==> src/rtl/rflc_pkg.sv <==
// Package rflc_pkg
// Shared types and sizing constants for the receive frame length counter.
// Assumes every threshold is a power of two starting at 2**THR_MIN_LOG2.
package rflc_pkg;
    localparam int THR_MIN_LOG2 = 3;

    typedef enum logic [1:0] {
        THR_8  = 2'd0,
        THR_16 = 2'd1,
        THR_32 = 2'd2,
        THR_64 = 2'd3
    } thr_sel_e;
endpackage

==> src/rtl/rflc_run_counter.sv <==
// Module rflc_run_counter
// Counts the bytes of the frame currently being received, and offers the count
// including this cycle's byte so the frame end can capture it. Saturates at the
// all-ones value and latches an overflow flag instead of wrapping.
// Assumes count_en and frame_done are already qualified by transparent mode.
module rflc_run_counter #(
    parameter int LEN_W = 13
) (
    input  logic             clk,
    input  logic             rst_n,
    input  logic             count_en,
    input  logic             frame_done,
    output logic [LEN_W-1:0] nxt_cnt,
    output logic             nxt_ovf
);
    localparam logic [LEN_W-1:0] CNT_MAX = '1;

    logic [LEN_W-1:0] run_cnt;
    logic             run_ovf;

    // Count including this cycle's byte, saturating at CNT_MAX.
    always_comb begin
        nxt_cnt = run_cnt;
        nxt_ovf = run_ovf;
        if (count_en) begin
            if (run_cnt == CNT_MAX) begin
                nxt_ovf = 1'b1;
            end else begin
                nxt_cnt = run_cnt + 1'b1;
            end
        end
    end

    // Running state: restart at a frame end, otherwise take the next count.
    always_ff @(posedge clk) begin
        if (!rst_n) begin
            run_cnt <= '0;
            run_ovf <= 1'b0;
        end else if (frame_done) begin
            run_cnt <= '0;
            run_ovf <= 1'b0;
        end else begin
            run_cnt <= nxt_cnt;
            run_ovf <= nxt_ovf;
        end
    end
endmodule

==> src/rtl/rflc_hold_regs.sv <==
// Module rflc_hold_regs
// Holds the length and overflow of the last completed frame for the host, and
// raises a one-cycle interrupt when a new result is loaded. A held result is
// frozen until acknowledged. Empty frames are never loaded.
// Assumes frame_done is already qualified by transparent mode.
module rflc_hold_regs #(
    parameter int LEN_W = 13
) (
    input  logic             clk,
    input  logic             rst_n,
    input  logic             frame_done,
    input  logic [LEN_W-1:0] cap_len,
    input  logic             cap_ovf,
    input  logic             host_ack,
    output logic [LEN_W-1:0] held_len,
    output logic             held_ovf,
    output logic             held_vld,
    output logic             irq
);
    logic take;

    // Load when a non-empty frame ends and the slot is free or being released.
    always_comb take = frame_done && (cap_len != '0) && (!held_vld || host_ack);

    // Held result: load on take, clear on acknowledge, otherwise freeze.
    always_ff @(posedge clk) begin
        if (!rst_n) begin
            held_len <= '0;
            held_ovf <= 1'b0;
            held_vld <= 1'b0;
        end else if (take) begin
            held_len <= cap_len;
            held_ovf <= cap_ovf;
            held_vld <= 1'b1;
        end else if (host_ack) begin
            held_len <= '0;
            held_ovf <= 1'b0;
            held_vld <= 1'b0;
        end
    end

    // Interrupt pulse: one cycle, aligned with the newly loaded result.
    always_ff @(posedge clk) begin
        if (!rst_n) irq <= 1'b0;
        else        irq <= take;
    end
endmodule

==> src/rtl/rflc_fifo_calc.sv <==
// Module rflc_fifo_calc
// Works out how many bytes of the held frame remain in the receive FIFO: the
// length modulo the selected threshold, or the full threshold when the
// remainder is zero. Power-of-two thresholds reduce the modulo to a mask.
// Assumes LEN_W is at least AVAIL_W-1.
module rflc_fifo_calc
    import rflc_pkg::*;
#(
    parameter int LEN_W   = 13,
    parameter int SEL_W   = 2,
    parameter int AVAIL_W = THR_MIN_LOG2 + (1 << SEL_W)
) (
    input  logic [LEN_W-1:0]   held_len,
    input  logic               held_vld,
    input  logic [SEL_W-1:0]   sel,
    output logic [AVAIL_W-1:0] avail
);
    logic [AVAIL_W-1:0] thr;
    logic [AVAIL_W-1:0] rem;

    // Remainder by masking with threshold minus one.
    always_comb begin
        thr   = AVAIL_W'(1) << (THR_MIN_LOG2 + int'(sel));
        rem   = {1'b0, held_len[AVAIL_W-2:0]} & (thr - 1'b1);
        avail = !held_vld      ? '0  :
                (rem != '0)    ? rem : thr;
    end
endmodule

==> src/rtl/rx_frame_len_counter.sv <==
// Module rx_frame_len_counter
// Top level: qualifies strobes with transparent mode, counts the running frame,
// holds the finished frame's length for the host and reports FIFO leftovers.
// Assumes LEN_W = 13 so the length splits into an 8-bit and a 5-bit field.
module rx_frame_len_counter
    import rflc_pkg::*;
#(
    parameter int LEN_W   = 13,
    parameter int SEL_W   = 2,
    parameter int LO_W    = 8,
    parameter int HI_W    = LEN_W - LO_W,
    parameter int AVAIL_W = THR_MIN_LOG2 + (1 << SEL_W)
) (
    input  logic               clk,
    input  logic               rst_n,
    input  logic               transparent_en,
    input  logic               byte_vld,
    input  logic               frame_end,
    input  logic               host_ack,
    input  logic [SEL_W-1:0]   thresh_sel,
    output logic [LO_W-1:0]    len_lo,
    output logic [HI_W-1:0]    len_hi,
    output logic               len_ovf,
    output logic               eof_irq,
    output logic [AVAIL_W-1:0] fifo_avail
);
    logic             cnt_en;
    logic             fr_done;
    logic [LEN_W-1:0] nxt_cnt;
    logic             nxt_ovf;
    logic [LEN_W-1:0] held_len;
    logic             held_vld;

    // Strobes only count in transparent mode.
    always_comb begin
        cnt_en  = transparent_en && byte_vld;
        fr_done = transparent_en && frame_end;
    end

    rflc_run_counter #(.LEN_W(LEN_W)) i_run (
        .clk        (clk),
        .rst_n      (rst_n),
        .count_en   (cnt_en),
        .frame_done (fr_done),
        .nxt_cnt    (nxt_cnt),
        .nxt_ovf    (nxt_ovf)
    );

    rflc_hold_regs #(.LEN_W(LEN_W)) i_hold (
        .clk        (clk),
        .rst_n      (rst_n),
        .frame_done (fr_done),
        .cap_len    (nxt_cnt),
        .cap_ovf    (nxt_ovf),
        .host_ack   (host_ack),
        .held_len   (held_len),
        .held_ovf   (len_ovf),
        .held_vld   (held_vld),
        .irq        (eof_irq)
    );

    rflc_fifo_calc #(.LEN_W(LEN_W), .SEL_W(SEL_W), .AVAIL_W(AVAIL_W)) i_fifo (
        .held_len (held_len),
        .held_vld (held_vld),
        .sel      (thresh_sel),
        .avail    (fifo_avail)
    );

    // Split the held length into the host's low and high fields.
    always_comb begin
        len_lo = held_len[LO_W-1:0];
        len_hi = held_len[LEN_W-1:LO_W];
    end
endmodule

==> config.mk <==
export PLATFORM = sky130hd
export DESIGN_NAME = rx_frame_len_counter
export DESIGN_NICKNAME = d
export VERILOG_FILES = /design/src/rtl/rflc_pkg.sv /design/src/rtl/rflc_run_counter.sv /design/src/rtl/rflc_hold_regs.sv /design/src/rtl/rflc_fifo_calc.sv /design/src/rtl/rx_frame_len_counter.sv
export SDC_FILE = /design/constraint.sdc
export NUM_CORES = 1
export LEC_CHECK = 0
export ABC_CLOCK_PERIOD_IN_PS = 2900
export BUFFER_PORTS_ARGS = -buffer_cell sky130_fd_sc_hd__buf_4
export CAP_MARGIN = 20
export CORE_MARGIN = 5
export CORE_UTILIZATION = 35
export DETAILED_ROUTE_END_ITERATION = 6
export SLEW_MARGIN = 20
export SYNTH_ARGS = -nofsm -noshare
export SYNTH_HDL_FRONTEND = slang
export SYNTH_SLANG_ARGS = --single-unit
==> constraint.sdc <==
create_clock -name clk -period 2.9 [get_ports clk]
set_input_delay 0.58 -clock clk [delete_from_list [all_inputs] [get_ports clk]]
set_output_delay 0.58 -clock clk [all_outputs]
set_load 0.02 [all_outputs]
### After elaboration in Yosys (flattened, before gate mapping)

Cells that the tools add are included.

| operators by class | value |
|---|---|
| add/subtract/negate cells | 3 |
| equal/unequal tests | 1 |
| shifts and indexed selects | 1 |
| muxes and demuxes | 11 |
| bitwise operators | 2 |
| reductions and logical operators | 10 |

Operator list:

| operator | count |
|---|---|
| $mux W13 | 4 |
| $shl A1 B32 Y7 const A | 1 |
| $mux W7 | 2 |
| $add A13 B1 Y13 const B | 1 |
| $eq A13 B13 Y1 const B | 1 |
| $reduce_bool A13 Y1 | 1 |
| $and A6 B7 Y7 | 1 |
| $reduce_bool A7 Y1 | 1 |
| $sub A7 B1 Y7 const B | 1 |
| $mux W1 | 5 |
| $logic_and A1 B1 Y1 | 4 |
| $add A2 B2 Y3 const A | 1 |
| $reduce_bool A2 Y1 | 1 |
| $reduce_or A2 Y1 | 1 |
| $logic_not A1 Y1 | 1 |
| $logic_or A1 B1 Y1 | 1 |
| $not A1 Y1 | 1 |

| storage, ports and cells | value |
|---|---|
| flip-flop bits (word level) | 30 |
| bits of input ports | 8 |
| logic and storage cells | 34 |

### Depth between registers and ports, before layout

| logic depth | value |
|---|---|
| depth after elaboration | 7 |
| mapped depth | 9 |
| mapped depth without buffers | 9 |

### Modules after synthesis

A second synthesis with hierarchy kept.

| unflattened totals | value |
|---|---|
| cell total of the unflattened synthesis | 195 |
| area, all modules | 1724.2 sq um |

By module, submodules not included:

| module | instances | cells each | area an instance (sq um) | sequential area each (sq um) |
|---|---|---|---|---|
| rflc_run_counter | 1 | 88 | 778.2 | 280.3 |
| rflc_hold_regs | 1 | 75 | 706.9 | 320.3 |
| rflc_fifo_calc | 1 | 30 | 226.5 | 0.0 |
| rx_frame_len_counter | 1 | 2 | 12.5 | 0.0 |

### Worst setup path before layout

OpenSTA, ideal clock, no wires.

| timing | value |
|---|---|
| path kind | input to output |
| from | in thresh_sel[0] |
| to | out fifo_avail[3] |
| data arrival time | 2.308 ns |
| required time | 2.320 ns |
| setup slack | 0.012 ns |
| stages | 9 |
| path through | nor2b_1 -> ha_1 -> inv_1 -> ha_1 -> nor2b_1 -> a2111oi_0 -> and3_1 -> nand2_1 -> a21boi_0 |

| between the ends | value |
|---|---|
| cells in the longest elaborated chain, start to end | 7 |

RTL lines:

| what | RTL line | source |
|---|---|---|
| from (decl) | rx_frame_len_counter.sv:20 | `input logic [SEL_W-1:0] thresh_sel,` |
| $add A2 B2 Y3 * | rflc_fifo_calc.sv:23 | `thr = AVAIL_W'(1) << (THR_MIN_LOG2 + int'(sel));` |
| $shl A1 B32 Y7 * | rflc_fifo_calc.sv:23 |  |
| $sub A7 B1 Y7 | rflc_fifo_calc.sv:24 | `rem = {1'b0, held_len[AVAIL_W-2:0]} & (thr - 1'b1);` |
| $and A6 B7 Y7 | rflc_fifo_calc.sv:24 |  |
| $reduce_bool A7 Y1 | rflc_fifo_calc.sv:26 | `(rem != '0) ? rem : thr;` |
| $mux W7 * | rflc_fifo_calc.sv:26 |  |
| $mux W7 * | rflc_fifo_calc.sv:25 | `avail = !held_vld ? '0 :` |
| to (decl) | rx_frame_len_counter.sv:25 | `output logic [AVAIL_W-1:0] fifo_avail` |

Every way passes the cells marked *; elsewhere a longest branch is shown, timed or not.

### Final worst setup path

| timing | value |
|---|---|
| from | in thresh_sel[1] |
| to | out fifo_avail[6] |

Same word-level chain as after synthesis.

==> flow_summary.ini <==
[setup_path]
crit_type = in -> out
worstPathMaxFanout = 5
cpMaxStageDelayCell = a2111oi_2
critPathArrivalTime_ns = 2.18
cp_top_family = simple AND/OR/NAND/NOR gates
path_cells = buf_4 -> nor2b_4 -> ha_4 -> inv_1 -> ha_4 -> a2111oi_2 -> and3_4 -> and4_1 -> buf_6
cpPeakStageDelay_ns = 0.33
startpoint_type = input pin
reg2reg_setup_slack_ns = 0.36
critPathBufInv = 3
endpoint_kind = output pin
path_common_cell = ha_4
cp.required_ns = 2.32

[global_routing]
grt_pass1_wl_um = 6860
grt-ovfl-total = 0
grt_max_degree = 29
grt_pass1_vias = 1448
grt_usage_pct = 13.5
grt_antenna_before_repair = 0

[timing]
grt_setup_unrepaired = false
min_period_over_period_pct = 95.2
worstMarginPinSlew_ns = 0.520
fin_skew_ns = 0.00683
period_minus_slack_ns = 2.76
finalMaxSlewViolations = 0
setup_viol = 0
max_freq_ghz = 0.362
hold_violations = 0
max_slew_margin_pct = 65.3

[power_and_ir_drop]
power.internal_uw = 813
p_seq_share_pct = 41.1
clkPwrFrac_pct = 51.5
combPwrFrac_pct = 7.5
power_mw = 1.02
cellLeakagePower_nw = 0.980
switching_share_pct = 20.1
power.switching_uw = 204
power_density_mw_per_mm2 = 451
irDropWorstVdd_v = 0.000250

[routing]
drt-initial-drc-count = 58
drc = 0
post_drt_via_cell_ratio = 4.98
ant_nets = 0
vias = 1535
dr.pass1.iters = 4
finalWirelength_um = 4080
wl_per_cell_um = 13.2

[logic_synthesis]
yosys.area.top_type = dfxtp_1
synth_seq_cells = 30
synth_area_sq_mm = 0.00174
syn_inst = 205
synth_top_flop_cell = dfxtp_1
synthTopCellsByArea = dfxtp_1, mux2i_1, nand2_1
synth_cell_type_count = 42
synth_warnings = 0
syn_avg_cell_area_sq_um = 8.49
yosysSeqAreaShare_pct = 34.5
synth_top_area_share_pct = 34.5
synth_edf_count = 0
ys_async_sr_fraction_pct = 0
synth_nets = 216
netlist_top_cells_count = dfxtp_1, nand2_1, nand3_1, nor2_1, nor2b_1
yosysMostFrequentCell = dfxtp_1

[place]
place_congestion = 0.873
dp_hpwl_um = 3030
place.port_buffers = 29

[final_layout]
antennaDiodeCount = 0
final_core_util_pct = 47.1
nets = 251
multi_input_area_sq_mm = 0.00112
area_growth_pct = 29.4
fillCellCount = 488
ff_latch_area_sq_um = 601
drive_gt1_share_pct = 24.9

[clock_tree]
cts_tree = yes
cts_htree_levels = 2
holdBufCountCts = 0
clk_latency_ns = 0.28
cts.clk_slew.worst_paths_ns = 0.07
cts_num_sinks = 30
root_buffer = clkbuf_8
cts_buffer_depth = 2
numCtsBuffers = 5

[floorplan]
initial_core_util_pct = 36.4
coreArea_sq_mm = 0.00479
rows = 25
die_h_um = 80.5
io_pins = 30
dieArea_sq_mm = 0.00648
die_w_um = 80.5

[flow_run]
max-cap-violations = 0

[outcome]
status = complete, no violations

[min_path]
hold_class = reg -> reg
## metrics by stage
stage	worst slack (ns)	TNS, ns	hold slack [ns]	instance area [sq um]	cells
after detailed placement	-0.0576	-0.0671	0.454	2040	299
after floorplan	0.0124	0	0.424	1740	205
final	0.139	0	0.472	2250	308
after global placement	0.00651	0	0.446	2040	299
after CTS	0.00525	0	0.471	2220	307
after global routing	0.0170	0	0.492	2250	308
## power by group through the flow
| stage | Combinational (mW) | Clock (mW) | Sequential (mW) |
|---|---|---|---|
| 2_1_floorplan | 0.0432 | 0 | 0.427 |
| 3_3_place_gp | 0.0675 | 0 | 0.427 |
| 3_5_place_dp | 0.0679 | 0 | 0.427 |
| 4_1_cts | 0.0720 | 0.533 | 0.418 |
| 5_1_grt | 0.0839 | 0.556 | 0.418 |
| 6_report | 0.0758 | 0.523 | 0.418 |
## final timing paths
check	start	endpoint	cells past startpoint
setup / recovery	thresh_sel[1]	fifo_avail[6]	9
hold / removal	i_hold.held_len[6]	i_hold.held_len[6]	2
setup reg to reg	i_run.run_cnt[9]	i_hold.held_len[4]	8
hold reg to reg	i_hold.held_len[6]	i_hold.held_len[6]	2
## kinds of logic after synthesis
kind of cell	share of synthesized area, %
and+or+nand+nor	33.4
AOI/OAI and AO/OA	9.99
adders and majority gates	2.16
xor gates and xnor gates	6.54
DFF	34.5
muxes	8.84
other	0.215
buffers and inverters	4.39
## final cells by class
class,count,area share [%]
clock inverter,2,2.67
clock buffer,6,3.67
inverter,6,1.00
sequential,30,26.7
timing repair buffer,37,12.7
multi-input combinational,160,49.6
tap,67,3.72
## flip-flops by register name, summed over array words and instances, names as in the netlist
signal,count
i_hold.held_vld,1
i_hold.irq,1
i_hold.held_ovf,1
i_run.run_cnt,13
i_hold.held_len,13
i_run.run_ovf,1
## placed cells by master, fill, tap and decap left out, types with 2 or more instances in the layout
cell,synthesis,final
xnor2_1,8,8
a21oi_1,8,8
mux2_1,2,2
and4_1,4,4
nor2b_1,15,13
dfxtp_1,30,30
buf_6,0,2
inv_1,6,6
nor2_1,17,16
xor2_1,5,5
buf_4,0,35
ha_4,0,2
mux2i_1,12,12
o21ai_0,4,4
nor3_1,2,2
nor4_1,4,4
nand2_1,26,26
clkbuf_8,0,6
nand2b_1,2,2
nand3_1,17,17
and3_1,5,4
or3_1,3,3
bufinv_16,0,2
a31oi_1,2,2
nand4_1,2,2
## per-layer routing
layer	vias to the layer above	GRT usage (%)	wire length (um)
li1	788	-	-
met1	712	17.9	2030
met2	29	20.6	1780
met3	6	3.70	225
met4	0	5.24	50
met5	-	0	0
## repair_timing
item,in CTS,in global routing
endpoints found under the setup margin,2,5
gates resized for setup,9,7
pin swaps,4,4
setup buffers,0,1
## worst min-delay path: stages, from the launching register on
cell and delay, ns:
dfxtp_1 0.31, nand3_1 0.06, mux2i_1 0.06
(Power assumes the default switching activity.)
